--- src/rtl/irq_stat_pkg.sv ---
package irq_stat_pkg;

    typedef enum logic {
        SEL_STATUS = 1'b0,
        SEL_MASK   = 1'b1
    } reg_sel_e;

    typedef struct packed {
        logic [31:0] mask;
    } mask_state_t;

endpackage

--- src/rtl/irq_status_bank.sv ---
module irq_status_bank #(
    parameter int WIDTH    = 32,
    parameter int PASS_BIT = 23
) (
    input  logic             clk,
    input  logic             rst_n,
    input  logic [WIDTH-1:0] evt_i,
    input  logic             mgmt_irq_i,
    input  logic             clr_i,
    output logic [WIDTH-1:0] status_o
);

    for (genvar i = 0; i < WIDTH; i++) begin : g_bit
        if (i == PASS_BIT) begin : g_pass
            // live level from the management block; not stored here
            logic unused_pass_evt;
            assign unused_pass_evt = evt_i[i];
            assign status_o[i]     = mgmt_irq_i;
        end else begin : g_sticky
            logic bit_d;
            logic bit_q;

            always_comb begin
                bit_d = bit_q;
                if (clr_i) begin
                    bit_d = 1'b0;
                end
                // a coincident event wins over the clear
                if (evt_i[i]) begin
                    bit_d = 1'b1;
                end
            end

            always_ff @(posedge clk or negedge rst_n) begin
                if (!rst_n) begin
                    bit_q <= 1'b0;
                end else begin
                    bit_q <= bit_d;
                end
            end

            assign status_o[i] = bit_q;


            evt_sets_chk: assert property (@(posedge clk) disable iff (!rst_n)
                evt_i[i] |=> status_o[i]);


            read_clears_chk: assert property (@(posedge clk) disable iff (!rst_n)
                (clr_i && !evt_i[i]) |=> !status_o[i]);


            bit_holds_chk: assert property (@(posedge clk) disable iff (!rst_n)
                (status_o[i] && !clr_i) |=> status_o[i]);
        end
    end

endmodule

--- src/rtl/irq_mask_reg.sv ---
module irq_mask_reg
    import irq_stat_pkg::*;
#(
    parameter int          WIDTH    = 32,
    parameter int          PASS_BIT = 23,
    parameter logic [31:0] MASK_RST = 32'hFF7F_FFFF
) (
    input  logic             clk,
    input  logic             rst_n,
    input  logic             wr_i,
    input  logic [WIDTH-1:0] wdata_i,
    output logic [WIDTH-1:0] mask_o
);

    localparam logic [WIDTH-1:0] PASS_ONEHOT = WIDTH'(1) << PASS_BIT;
    localparam logic [WIDTH-1:0] RST_VAL     = MASK_RST[WIDTH-1:0] & ~PASS_ONEHOT;

    mask_state_t st_d;
    mask_state_t st_q;

    always_comb begin
        st_d = st_q;
        if (wr_i) begin
            st_d.mask = 32'(wdata_i & ~PASS_ONEHOT);
        end
    end

    always_ff @(posedge clk or negedge rst_n) begin
        if (!rst_n) begin
            st_q.mask <= 32'(RST_VAL);
        end else begin
            st_q <= st_d;
        end
    end

    assign mask_o = st_q.mask[WIDTH-1:0];


    mask_stable_chk: assert property (@(posedge clk) disable iff (!rst_n)
        !wr_i |=> $stable(mask_o));


    mask_load_chk: assert property (@(posedge clk) disable iff (!rst_n)
        wr_i |=> ((mask_o | PASS_ONEHOT) == ($past(wdata_i) | PASS_ONEHOT)));

endmodule

--- src/rtl/irq_summary.sv ---
module irq_summary #(
    parameter int          WIDTH        = 32,
    parameter logic [31:0] FATAL_SET    = 32'hFC7C_0000,
    parameter logic [31:0] NONFATAL_SET = 32'h0002_FEFC
) (
    input  logic [WIDTH-1:0] status_i,
    input  logic [WIDTH-1:0] mask_i,
    output logic             irq_o,
    output logic             fatal_o,
    output logic             nonfatal_o
);

    localparam logic [WIDTH-1:0] FATAL_V = FATAL_SET[WIDTH-1:0];
    localparam logic [WIDTH-1:0] NONF_V  = NONFATAL_SET[WIDTH-1:0];

    always_comb begin
        irq_o      = |(status_i & ~mask_i);
        fatal_o    = |(status_i & FATAL_V);
        nonfatal_o = |(status_i & NONF_V);
    end

endmodule

--- src/rtl/irq_status_ctrl.sv ---
module irq_status_ctrl
    import irq_stat_pkg::*;
#(
    parameter int          WIDTH        = 32,
    parameter int          PASS_BIT     = 23,
    parameter logic [31:0] MASK_RST     = 32'hFF7F_FFFF,
    parameter logic [31:0] FATAL_SET    = 32'hFC7C_0000,
    parameter logic [31:0] NONFATAL_SET = 32'h0002_FEFC
) (
    input  logic             clk,
    input  logic             rst_n,
    input  logic [WIDTH-1:0] evt_i,
    input  logic             mgmt_irq_i,
    input  logic             reg_rd_i,
    input  logic             reg_wr_i,
    input  logic             reg_sel_i,
    input  logic [WIDTH-1:0] reg_wdata_i,
    output logic [WIDTH-1:0] reg_rdata_o,
    output logic             irq_o,
    output logic             fatal_o,
    output logic             nonfatal_o
);

    logic [WIDTH-1:0] status_w;
    logic [WIDTH-1:0] mask_w;
    logic             rd_status;
    logic             rd_mask;
    logic             wr_mask;

    always_comb begin
        rd_status = reg_rd_i && (reg_sel_e'(reg_sel_i) == SEL_STATUS);
        rd_mask   = reg_rd_i && (reg_sel_e'(reg_sel_i) == SEL_MASK);
        wr_mask   = reg_wr_i && (reg_sel_e'(reg_sel_i) == SEL_MASK);
    end

    irq_status_bank #(
        .WIDTH    (WIDTH),
        .PASS_BIT (PASS_BIT)
    ) u_bank (
        .clk        (clk),
        .rst_n      (rst_n),
        .evt_i      (evt_i),
        .mgmt_irq_i (mgmt_irq_i),
        .clr_i      (rd_status),
        .status_o   (status_w)
    );

    irq_mask_reg #(
        .WIDTH    (WIDTH),
        .PASS_BIT (PASS_BIT),
        .MASK_RST (MASK_RST)
    ) u_mask (
        .clk     (clk),
        .rst_n   (rst_n),
        .wr_i    (wr_mask),
        .wdata_i (reg_wdata_i),
        .mask_o  (mask_w)
    );

    irq_summary #(
        .WIDTH        (WIDTH),
        .FATAL_SET    (FATAL_SET),
        .NONFATAL_SET (NONFATAL_SET)
    ) u_sum (
        .status_i   (status_w),
        .mask_i     (mask_w),
        .irq_o      (irq_o),
        .fatal_o    (fatal_o),
        .nonfatal_o (nonfatal_o)
    );

    always_comb begin
        reg_rdata_o = '0;
        if (rd_status) begin
            reg_rdata_o = status_w;
        end else if (rd_mask) begin
            reg_rdata_o = mask_w;
        end
    end


    mgmt_irq_unmaskable_chk: assert property (@(posedge clk) disable iff (!rst_n)
        mgmt_irq_i |-> irq_o);


    summary_clear_chk: assert property (@(posedge clk) disable iff (!rst_n)
        (rd_status && (evt_i == '0)) |=> (!fatal_o && !nonfatal_o));


    idle_rdata_chk: assert property (@(posedge clk) disable iff (!rst_n)
        !reg_rd_i |-> (reg_rdata_o == '0));

endmodule

--- config.mk ---
export PLATFORM = sky130hd
export DESIGN_NAME = irq_status_ctrl
export DESIGN_NICKNAME = d
export VERILOG_FILES = /design/src/rtl/irq_stat_pkg.sv /design/src/rtl/irq_status_bank.sv /design/src/rtl/irq_mask_reg.sv /design/src/rtl/irq_summary.sv /design/src/rtl/irq_status_ctrl.sv
export SDC_FILE = /design/constraint.sdc
export NUM_CORES = 1
export LEC_CHECK = 0
export BUFFER_PORTS_ARGS = -buffer_cell sky130_fd_sc_hd__buf_2
export CORE_MARGIN = 3
export CORE_UTILIZATION = 52
export CTS_CLUSTER_DIAMETER = 80
export DETAILED_ROUTE_END_ITERATION = 7
export PLACE_DENSITY = 0.81
export SETUP_SLACK_MARGIN = 0.4
export SYNTH_ARGS = -nofsm -noshare
export SYNTH_HDL_FRONTEND = slang
export SYNTH_HIERARCHICAL = 1
export SYNTH_SLANG_ARGS = --single-unit
--- constraint.sdc ---
create_clock -name clk -period 1.1 [get_ports clk]
set_input_delay 0.055 -clock clk [delete_from_list [all_inputs] [get_ports clk]]
set_output_delay 0.055 -clock clk [all_outputs]
set_load 0.02 [all_outputs]
==> results of run 1 <==
## kinds of logic after synthesis
family / Yosys count
compound gates: 47
buf+inv: 79
flops: 62
mux: 63
other cells: 1
simple gates: 48
## cell usage after synthesis
cell,n,area [µm²]
dfrtp_1,31,776
buf_4,33,248
o22ai_1,16,100
a21o_1,30,225
mux2i_1,32,320
nor2_1,1,3.75
conb_1,1,3.75
nand3_1,1,5.00
buf_6,7,78.8
nor4_1,9,56.3
dfstp_2,31,815
nor2b_1,33,206
buf_12,3,60.1
mux2_2,31,349
inv_2,1,3.75
inv_1,32,120
and2_1,1,6.26
a21o_2,1,8.76
nand4_1,2,12.5
nor3_1,1,5.00
clkbuf_1,3,11.3
## timing repair
action                     in CTS
hold endpoints to repair      115
setup endpoints to repair      96
cloned                          1
pin swaps                      11
buffers inserted                9
hold buffers                   63
resized for setup             145
## per-stage QoR
| stage | utilization | instances | cell area (µm²) |
|---|---|---|---|
| 3_5_place_dp | 0.718 | 497 | 4400 |
| 4_1_cts | 0.953 | 586 | 5840 |
| 3_3_place_gp | 0.718 | 497 | 4400 |
| 2_1_floorplan | - | 300 | 3690 |
==> metrics.csv, run 1 <==
stage,metric,value,unit
status,status,stopped before the end,
status,lastStage,global routing (5_1_grt),
status,error,"[ERROR DPL-0038] Utilization greater than 100%, impossible to legalize",
synthesis,synth_compound_area_frac,0.0978,
placed_design,io_buffers,102,
synthesis,synth-simple-area-share,0.0865,
sta,timing.grt.repair.worst_endpoint,irq_o,
synthesis,synth_fp_nets,370,
placed_design,pre_cts_ws,-0.310,ns
synthesis,synth_fa_ha_area_frac,0,
synthesis,synth_xor_area_frac,0,
synthesis,yosysWarnings,6,
synthesis,ys_ff_latch,62,
placed_design,globalplace.congestion,0.807,
floorplan,rows,28,
synthesis,syn_area_per_cell,11.4,µm²
clock_network,cts_max_path_buffers,2,
synthesis,syn-instance-count,300,
floorplan,start_util,0.557,
clock_network,htreeDepth,3,
clock_network,cts-root-buf,clkbuf_8,
synthesis,synth_top_family_by_area,multiplexers,
floorplan,die_height,87.0,µm
floorplan,ios,105,
floorplan,die_w,87.0,µm
synthesis,syn_area,0.00341,mm²
synthesis,synthMuxAreaShare,0.196,
synthesis,ys_types,21,
clock_network,clock-sinks,62,
synthesis,seq_area_frac_synth,0.466,
placed_design,detailed_place_hpwl,6.37,mm
grt,grt_max_degree,63,
sta,worst_path_end_type,output port,
clock_network,cts_buffers,9,
==> inputs of run 2 (changes only) <==
--- a/config.mk
+++ b/config.mk
@@ -7,11 +7,9 @@
 export LEC_CHECK = 0
 export BUFFER_PORTS_ARGS = -buffer_cell sky130_fd_sc_hd__buf_2
 export CORE_MARGIN = 3
-export CORE_UTILIZATION = 52
-export CTS_CLUSTER_DIAMETER = 80
+export CORE_UTILIZATION = 40
 export DETAILED_ROUTE_END_ITERATION = 7
-export PLACE_DENSITY = 0.81
-export SETUP_SLACK_MARGIN = 0.4
+export PLACE_DENSITY_LB_ADDON = 0.15
 export SYNTH_ARGS = -nofsm -noshare
 export SYNTH_HDL_FRONTEND = slang
 export SYNTH_HIERARCHICAL = 1
==> metrics.csv, run 2 <==
stage,metric,value,unit,change
grt,grt_pass1_vias,3069,,
floorplan,placeableCoreArea,0.00826,mm²,
cells_and_area,final_area,0.00542,mm²,
synthesis,yosys-top-cells-area,"dfstp_2 24%, dfrtp_1 23%, mux2_2 10%",,
critical_path,arrival,1.65,ns,
clock_network,clkTransAtPathRegs,0.07,ns,
synthesis,synth_ff_type,dfstp_2,,
clock_network,htreeDepth,3,,unchanged
synthesis,synthTopCellsByCount,"33 x buf_4, 33 x nor2b_1, 32 x inv_1, 32 x mux2i_1",,
cells_and_area,finish.utilization,0.656,,
critical_path,max_stage_delay,0.55,ns,
grt,grt_max_degree,63,,
synthesis,yosysWarnings,6,,unchanged
sta,fin_ws,-0.601,ns,
routing,drc,0,,
critical_path,cpMaxStageDelayCell,dfstp_2,,
floorplan,die_height,98.4,µm,+13%
grt,grt_pass1_wl,15.7,mm,
placed_design,pre_cts_ws,-0.392,ns,-0.0816 ns
sta,fin_tns_setup,-9.25,ns,
placed_design,globalplace.congestion,0.760,,-5.8%
grt,antenna_found_initial,0,,
critical_path,cp.required,1.04,ns,
routing,drt-initial-drc-count,78,,
cells_and_area,stdcell_count,615,,
critical_path,start_kind,flop,,
routing,route.vias.total,2841,,
sta,fin_crit_sh,1.55,,
cells_and_area,antennaDiodeCount,0,,
critical_path,end_kind,primary output,,
power,power_density,1230,mW/mm²,
sta,clock.fmax,588,MHz,
status,violations,negative setup slack,,
floorplan,start_util,0.413,,-0.143
routing,wl,9.85,mm,
placed_design,detailed_place_hpwl,6.67,mm,+4.7%
routing,wire_per_inst,16.0,µm,
cells_and_area,final_common_cell,buf_4,,
worst_hold_path,min_from,reg_rd_i,,
sta,hold_ws,0.229,ns,
power,p_leak,2.68,nW,
critical_path,crit_type,flop to primary output,,
run,maxCapViolations,0,,
sta,final-setup-viol-count,34,,
synthesis,synth_enable_flop_cells,0,,unchanged
synthesis,syn-instance-count,300,,unchanged
routing,firstDrtPassIters,4,,
clock_network,clk_latency,0.33,ns,
synthesis,syn_area,0.00341,mm²,unchanged
synthesis,async_reset_ff_frac,1.00,,unchanged
clock_network,cts_buffers,9,,unchanged
synthesis,synth_fp_nets,370,,unchanged
synthesis,synth_top_area_cell,dfstp_2,,
sta,hold_viol_final,0,,
synthesis,yosysTopAreaCellShare,0.239,,unchanged
routing,drtAntennaViolNets,0,,
floorplan,rows,33,,+18%
critical_path,r2r_start,u_bank/g_bit[22].g_sticky.bit_q,,
critical_path,worstPathMaxFanout,2,,
routing,via_per_inst,4.62,,
synthesis,syn_area_per_cell,11.4,µm²,unchanged
grt,grt-ovfl-total,0,,
clock_network,cts_max_path_buffers,2,,unchanged
status,status,finished with violations,,
sta,skew,0,ns,
cells_and_area,fillers,654,,
clock_network,cts_tree,built,,
placed_design,post_dp_cell_area,0.00423,mm²,-3.8%
clock_network,cts-root-buf,clkbuf_8,,
sta,slew_violations,0,,
cells_and_area,most-common-layout-cells,"72 x buf_4, 68 x buf_2, 63 x dlygate4sd3_1",,
synthesis,ys_types,21,,unchanged
sta,period_minus_slack,1.70,ns,
placed_design,place_inst,529,,+6.4%
cells_and_area,syn_to_final_growth,58.6,%,
synthesis,seq_area_frac_synth,0.466,,unchanged
sta,rsz0062_at_grt,true,,
critical_path,cp-startpoint,u_mask/mask_o[16],,
placed_design,io_buffers,102,,unchanged
power,ir_drop,0.666,mV,
power,power,6.66,mW,
grt,grtUsageTotal,0.210,,
worst_hold_path,holdCritPathClass,input port to flop,,
synthesis,ys_ff_latch,62,,unchanged
floorplan,die_w,98.4,µm,+13%
cells_and_area,nets,575,,
cells_and_area,drive_gt1_frac,0.531,,
clock_network,clock-sinks,62,,unchanged
floorplan,die_area,0.00968,mm²,
critical_path,crit_path_cell_trace,"o22ai_2, nor4_2, nand4_1, buf_6",,
floorplan,ios,105,,unchanged
run 2: path summary, 6_finish.rpt:
path	endpoint	slack, ns	depth (start not counted)
worst max-delay path	irq_o	-0.60	4
worst min register to register	u_bank/g_bit[24].g_sticky.bit_q	0.57	2
min in group asynchronous	u_bank/g_bit[8].g_sticky.bit_q	0.26	3
worst min-delay path	u_bank/g_bit[8].g_sticky.bit_q	0.23	4
max in group asynchronous	u_mask/mask_o[4]	0.51	3
worst max register to register	u_bank/g_bit[22].g_sticky.bit_q	0.09	4
run 2: logic make-up after synthesis:
family	synth area share
AO/OA/AOI/OAI	0.0978
buffers and inverters	0.153
flip-flops	0.466
multiplexers	0.196
other	0.00110
AND/OR/NAND/NOR	0.0865
run 2: final cells by class:
type | instances | area [µm²] | area share
inverter | 33 | 124 | 0.0229
tap | 105 | 131 | 0.0243
timing repair buffer | 240 | 1970 | 0.364
sequential | 62 | 1590 | 0.294
multi-input combinational | 159 | 1430 | 0.263
clock inverter | 1 | 5.00 | 0.000924
clock buffer | 15 | 166 | 0.0307
run 2: timing repair:
item	4_1_cts	5_1_grt
pin swaps	4	6
hold endpoints to repair	94	0
gates cloned	0	0
setup buffers	5	11
gates resized for setup	73	21
endpoints found under the setup margin	34	35
hold buffers	63	0
run 2: power by group:
part / switching [mW] / leakage [nW] / total [mW] / internal, mW
sequential: 0.194 / 0.636 / 2.85 / 2.65
combinational: 0.825 / 1.95 / 2.03 / 1.21
clock: 0.841 / 0.0877 / 1.78 / 0.942
total: 1.86 / 2.68 / 6.66 / 4.80
run 2: critical path, delay by kind of cell, from the launching register on:
family / cells / cell delay [ns]
and+or+nand+nor: 2 / 0.52
AOI/OAI and AO/OA: 1 / 0.07
buffers and inverters: 1 / 0.17
DFF: 1 / 0.55
run 2: per-layer routing:
layer | share of wire | vias to the layer above | routed length, µm | track usage
met2 | 0.50 | 66 | 4920 | 0.348
met3 | 0.034 | 7 | 336 | 0.0357
met1 | 0.46 | 1371 | 4480 | 0.280
met4 | 0.011 | 0 | 110 | 0.0662
met5 | 0 | - | 0 | 0
li1 | - | 1397 | - | -
Note: power is estimated with default switching activity, not from simulation.
==> inputs of run 3 (changes only) <==
--- a/config.mk
+++ b/config.mk
@@ -7,7 +7,7 @@
 export LEC_CHECK = 0
 export BUFFER_PORTS_ARGS = -buffer_cell sky130_fd_sc_hd__buf_2
 export CORE_MARGIN = 3
-export CORE_UTILIZATION = 40
+export CORE_UTILIZATION = 30
 export DETAILED_ROUTE_END_ITERATION = 7
 export PLACE_DENSITY_LB_ADDON = 0.15
 export SYNTH_ARGS = -nofsm -noshare
==> metrics.csv, run 3 (synthesized netlist as in run 2, its figures left out) <==
stage,metric,value,unit,change
status,violations,negative setup slack,,
floorplan,rows,38,,+15%
critical_path,arrival,1.69,ns,+0.04 ns
placed_design,io_buffers,102,,unchanged
cells_and_area,regArea,0.00159,mm²,unchanged
sta,rsz0062_at_grt,true,,
cells_and_area,most-common-layout-cells,"74 x buf_4, 68 x buf_2, 62 x dlygate4sd3_1",,
critical_path,r2r_cells,5,,+1
placed_design,post_dp_cell_area,0.00436,mm²,+2.9%
sta,period_minus_slack,1.75,ns,+0.0453 ns
clock_network,htreeDepth,3,,unchanged
cells_and_area,final_area,0.00577,mm²,+6.5%
cells_and_area,syn_to_final_growth,69.0,%,
power,ir_drop,0.788,mV,+18%
cells_and_area,final_common_cell,buf_4,,
critical_path,crit_cells,5,,+1
critical_path,crit_type,flop to primary output,,
clock_network,cts_max_path_buffers,2,,unchanged
grt,grt_max_degree,63,,unchanged
routing,firstDrtPassIters,4,,unchanged
sta,clock.fmax,573,MHz,-2.6%
placed_design,globalplace.congestion,0.792,,+4.3%
routing,drtAntennaViolNets,0,,unchanged
floorplan,die_w,113,µm,+15%
cells_and_area,drive_gt1_frac,0.554,,+0.0225
critical_path,ff2ff_setup_slack,0.01,ns,-0.08 ns
critical_path,regToRegEndpoint,u_bank/g_bit[22].g_sticky.bit_q,,
power,power,8.11,mW,+22%
routing,route.vias.total,2912,,+2.5%
sta,fin_crit_sh,1.59,,+0.0412
critical_path,worstPathMaxFanout,2,,unchanged
run,maxCapViolations,0,,unchanged
clock_network,cts_tree,built,,
sta,hold_viol_final,0,,unchanged
clock_network,cts-root-buf,clkbuf_16,,
critical_path,end_kind,primary output,,
power,power_density,1410,mW/mm²,+14%
clock_network,cts_buffers,9,,unchanged
routing,via_per_inst,4.41,,-4.5%
power,p_leak,2.82,nW,+5.5%
grt,antenna_found_initial,0,,unchanged
floorplan,die_height,113,µm,+15%
clock_network,clk_latency,0.32,ns,about the same
critical_path,r2r_start,u_bank/g_bit[22].g_sticky.bit_q,,
cells_and_area,fillers,1000,,+53%
floorplan,ios,105,,unchanged
grt,grt_pass1_wl,16.2,mm,+3.3%
clock_network,clkTransAtPathRegs,0.05,ns,-0.02 ns
cells_and_area,nets,585,,+1.7%
routing,drt-initial-drc-count,45,,-42%
routing,drc,0,,unchanged
floorplan,placeableCoreArea,0.0110,mm²,+33%
sta,slew_violations,0,,unchanged
routing,wl,10.2,mm,+3.6%
critical_path,critPathTopFamily,flip-flops,,
critical_path,crit_path_cell_trace,"o22ai_2, nor4_2, buf_4, nand4_1, buf_6",,
worst_hold_path,holdCritPathClass,input port to flop,,
cells_and_area,antennaDiodeCount,0,,unchanged
cells_and_area,stdcell_count,660,,+7.3%
cells_and_area,multi_input_area,0.00145,mm²,+1.5%
floorplan,die_area,0.0127,mm²,+31%
sta,skew,0,ns,unchanged
sta,fin_ws,-0.646,ns,-0.0453 ns
worst_hold_path,whs_path_depth,2,,-2
placed_design,place_inst,571,,+7.9%
critical_path,cpMaxStageDelayCell,dfstp_2,,
status,status,finished with violations,,
floorplan,start_util,0.311,,-0.103
critical_path,max_stage_delay,0.55,ns,about the same
grt,grt_pass1_vias,3094,,+0.81%
placed_design,detailed_place_hpwl,7.30,mm,+9.4%
critical_path,start_kind,flop,,
clock_network,clock-sinks,62,,unchanged
critical_path,cp_num_buf_inv,2,,+1
critical_path,cp.required,1.04,ns,about the same
worst_hold_path,min_from,reg_wdata_i[2],,
sta,final-setup-viol-count,34,,unchanged
grt,grtUsageTotal,0.164,,-0.0453
routing,wire_per_inst,15.5,µm,-3.5%
worst_hold_path,hold_end,u_mask/mask_o[2],,
sta,hold_ws,0.0115,ns,-0.217 ns
grt,grt-ovfl-total,0,,unchanged
==> run 3: routing by layer <==
metal / wire length (µm) / track usage / vias up
li1: - / - / 1418
met1: 4660 / 0.218 / 1405
met2: 5060 / 0.275 / 81
met3: 397 / 0.0334 / 8
met4: 81 / 0.0385 / 0
met5: 0 / 0 / -
==> run 3: worst max-delay path by stage <==
stage | slack, ns | startpoint | end
final | -0.65 | u_mask/mask_o[12] | irq_o
after global routing | -0.69 | u_mask/mask_o[11] | irq_o
after CTS | -0.68 | u_mask/mask_o[16] | irq_o
after detailed placement | -0.37 | u_mask/mask_o[4] | irq_o
after global placement | -0.40 | u_mask/mask_o[4] | irq_o
after floorplan | -0.06 | u_bank/g_bit[4].g_sticky.bit_q | irq_o
==> run 3: repair_timing <==
item | 4_1_cts | 5_1_grt
hold buffers | 62 | 0
endpoints found under the hold margin | 92 | 0
gates resized for setup | 76 | 30
buffers inserted | 6 | 14
pin swaps | 7 | 6
endpoints found under the setup margin | 34 | 34
==> run 3: area by class of cell <==
cell class	instances	area share
Clock buffer	13	0.0468
Clock inverter	3	0.0113
Inverter	33	0.0215
Multi-Input combinational cell	159	0.251
Sequential cell	62	0.276
Tap cell	140	0.0304
Timing Repair Buffer	250	0.363
==> run 3: per-stage QoR <==
step	setup slack, ns	setup TNS, ns	util
floorplan	-0.0611	-0.0611	-
global placement	-0.401	-0.804	0.397
detailed placement	-0.369	-0.797	0.397
CTS	-0.685	-9.18	0.511
global route	-0.686	-10.85	0.525
finish	-0.646	-8.60	0.525
==> run 3: worst reg2reg max path: cells and delay by family (launching register included) <==
family,cells,cell delay [ns]
buf+inv,4,0.46
flops,1,0.38
compound gates,1,0.14
==> run 3: power by group <==
| group | switching (mW) | internal [mW] |
|---|---|---|
| registers | 0.187 | 2.66 |
| logic | 0.852 | 1.26 |
| clock network | 0.983 | 2.17 |
==> inputs of run 4 (changes only) <==
--- a/config.mk
+++ b/config.mk
@@ -5,6 +5,7 @@
 export SDC_FILE = /design/constraint.sdc
 export NUM_CORES = 1
 export LEC_CHECK = 0
+export ABC_AREA = 1
 export BUFFER_PORTS_ARGS = -buffer_cell sky130_fd_sc_hd__buf_2
 export CORE_MARGIN = 3
 export CORE_UTILIZATION = 30
==> metrics.csv, run 4 <==
stage,metric,value,unit,change
placed_design,io_buffers,102,,unchanged
cells_and_area,drive_gt1_frac,0.490,,-0.0642
grt,grt_pass1_wl,20.1,mm,+24%
critical_path,start_kind,flop,,
sta,hold_viol_final,0,,unchanged
floorplan,start_util,0.309,,-0.00218
synthesis,synth_ff_type,dfstp_2,,
routing,route.vias.total,3789,,+30%
floorplan,placeableCoreArea,0.0127,mm²,+16%
cells_and_area,fillers,1327,,+33%
synthesis,syn_area,0.00393,mm²,+15%
synthesis,async_reset_ff_frac,1.00,,unchanged
synthesis,ys_ff_latch,62,,unchanged
power,power_density,1210,mW/mm²,-14%
worst_hold_path,holdCritPathClass,input port to flop,,
cells_and_area,most-common-layout-cells,"196 x nand2_1, 70 x buf_6, 68 x buf_2",,
grt,grt_pass1_vias,3979,,+29%
sta,fin_crit_sh,1.46,,-0.131
critical_path,worstPathMaxFanout,2,,unchanged
synthesis,synth_fp_nets,581,,+57%
power,power,7.73,mW,-4.7%
critical_path,end_kind,primary output,,
critical_path,arrival,1.55,ns,-0.14 ns
routing,firstDrtPassIters,4,,unchanged
clock_network,clk_latency,0.33,ns,about the same
sta,hold_ws,0.173,ns,+0.161 ns
synthesis,syn-instance-count,511,,+70%
clock_network,cts-root-buf,clkbuf_16,,
routing,drc,0,,unchanged
critical_path,crit_type,flop to primary output,,
power,ir_drop,0.727,mV,-7.8%
grt,grt.busiest_layer,met2,,
floorplan,ios,105,,unchanged
cells_and_area,regArea,0.00159,mm²,unchanged
synthesis,synthTopCellsByCount,"231 x nand2_1, 64 x inv_1, 43 x nand3_2",,
routing,via_per_inst,4.21,,-4.5%
status,violations,negative setup slack,,
clock_network,cts_max_path_buffers,2,,unchanged
routing,drt-initial-drc-count,161,,+260%
synthesis,ys_types,20,,-4.8%
sta,clock.fmax,624,MHz,+9.0%
critical_path,cp.required,1.04,ns,about the same
sta,rsz0062_at_grt,true,,
sta,fin_tns_setup,-6.98,ns,+1.62 ns
synthesis,yosys-top-cells-area,"nand2_1 22%, dfstp_2 21%, dfrtp_1 20%",,
placed_design,detailed_place_hpwl,7.82,mm,+7.1%
sta,final-setup-viol-count,34,,unchanged
clock_network,cts_tree,built,,
cells_and_area,nets,792,,+35%
synthesis,syn_area_per_cell,7.69,µm²,-32%
clock_network,clock-sinks,62,,unchanged
synthesis,synth_enable_flop_cells,0,,unchanged
run,maxCapViolations,0,,unchanged
floorplan,die_area,0.0145,mm²,+14%
placed_design,globalplace.congestion,0.777,,-2.0%
grt,met3_usage,0.0388,,+0.00540
grt,grt_use_met2,0.297,,+0.0220
grt,antenna_found_initial,0,,unchanged
sta,period_minus_slack,1.60,ns,-0.145 ns
routing,wl,12.0,mm,+18%
floorplan,rows,41,,+7.9%
grt,grt_max_degree,63,,unchanged
cells_and_area,final_common_cell,nand2_1,,
synthesis,synth_most_common_cell,nand2_1,,
sta,skew,0,ns,unchanged
grt,gr-usage-met1,0.229,,+0.0106
floorplan,die_height,120,µm,+6.9%
clock_network,cts_buffers,9,,unchanged
synthesis,synth_top_area_cell,nand2_1,,
routing,drtAntennaViolNets,0,,unchanged
synthesis,yosysWarnings,6,,unchanged
grt,grt-ovfl-total,0,,unchanged
power,p_leak,3.32,nW,+18%
sta,slew_violations,0,,unchanged
cells_and_area,syn_to_final_growth,62.7,%,
synthesis,seq_area_frac_synth,0.405,,-0.0608
sta,fin_ws,-0.501,ns,+0.145 ns
cells_and_area,antennaDiodeCount,0,,unchanged
routing,wire_per_inst,13.4,µm,-13%
cells_and_area,finish.utilization,0.502,,-0.0229
clock_network,htreeDepth,3,,unchanged
cells_and_area,multi_input_area,0.00181,mm²,+25%
synthesis,yosysTopAreaCellShare,0.221,,-0.0178
floorplan,die_w,120,µm,+6.9%
grt,grtUsageTotal,0.177,,+0.0124
clock_network,clkTransAtPathRegs,0.05,ns,about the same
status,status,finished with violations,,
[run 4: worst paths after layout]
| check | startpoint | to | slack, ns | cells past startpoint |
|---|---|---|---|---|
| setup / recovery | u_mask/mask_o[28] | irq_o | -0.50 | 8 |
| hold / removal | reg_wr_i | u_mask/mask_o[1] | 0.17 | 6 |
| setup reg to reg | u_mask/mask_o[31] | u_mask/mask_o[31] | 0.13 | 5 |
| hold reg to reg | u_mask/mask_o[17] | u_mask/mask_o[17] | 0.48 | 2 |
| max in group asynchronous | rst_n | u_mask/mask_o[29] | 0.47 | 3 |
| min in group asynchronous | rst_n | u_bank/g_bit[5].g_sticky.bit_q | 0.26 | 3 |
[run 4: logic make-up (layout without fill, tap and decap cells)]
group | after synthesis | count (layout) | share of synthesized area
AND/OR/NAND/NOR | 321 | 321 | 0.390
buffers and inverters | 124 | 340 | 0.201
flip-flops | 62 | 62 | 0.405
AO/OA/AOI/OAI | 3 | 3 | 0.00382
other | 1 | 1 | 0.000955
[run 4: critical path, stage by stage (launching register included)]
cell and delay (ns):
dfstp_2 0.54, inv_2 0.04, nand2_2 0.05, o21ai_2 0.05
nor2_1 0.13, nand2_2 0.09, nor2_2 0.11, nand2_1 0.07
buf_6 0.14
[run 4: area by class of cell]
type,count,share of cell area
Timing Repair Buffer,256,0.350
Clock buffer,16,0.0440
Multi-Input combinational cell,325,0.282
Inverter,68,0.0411
Tap cell,172,0.0337
Sequential cell,62,0.249
[run 4: repair_timing]
item / in CTS / in global routing
hold endpoints to repair: 93 / 0
pin swaps: 36 / 23
cloned: 0 / 0
resized for setup: 144 / 41
hold buffers: 63 / 0
buffers inserted: 6 / 15
setup endpoints to repair: 34 / 34
[run 4: power breakdown]
part	switching (mW)	internal (mW)	leakage [nW]	total (mW)
Clock	0.982	1.71	0.137	2.70
Sequential	0.174	2.61	0.635	2.79
Combinational	1.06	1.19	2.55	2.25
[run 4: metrics by stage]
| stage | cell area, µm² | setup WS (ns) | cells |
|---|---|---|---|
| 3_5_place_dp | 4790 | -0.224 | 809 |
| 2_1_floorplan | 3930 | 0.0351 | 511 |
| 6_report | 6390 | -0.501 | 899 |
| 5_1_grt | 6390 | -0.599 | 899 |
| 4_1_cts | 6230 | -0.572 | 892 |
| 3_3_place_gp | 4790 | -0.231 | 809 |
[run 4: metal layers]
metal / part of all wire / routed length, µm / vias up
li1: - / - / 1924
met1: 0.45 / 5460 / 1768
met2: 0.49 / 5900 / 88
met3: 0.044 / 528 / 9
met4: 0.012 / 144 / 0
met5: 0 / 0 / -
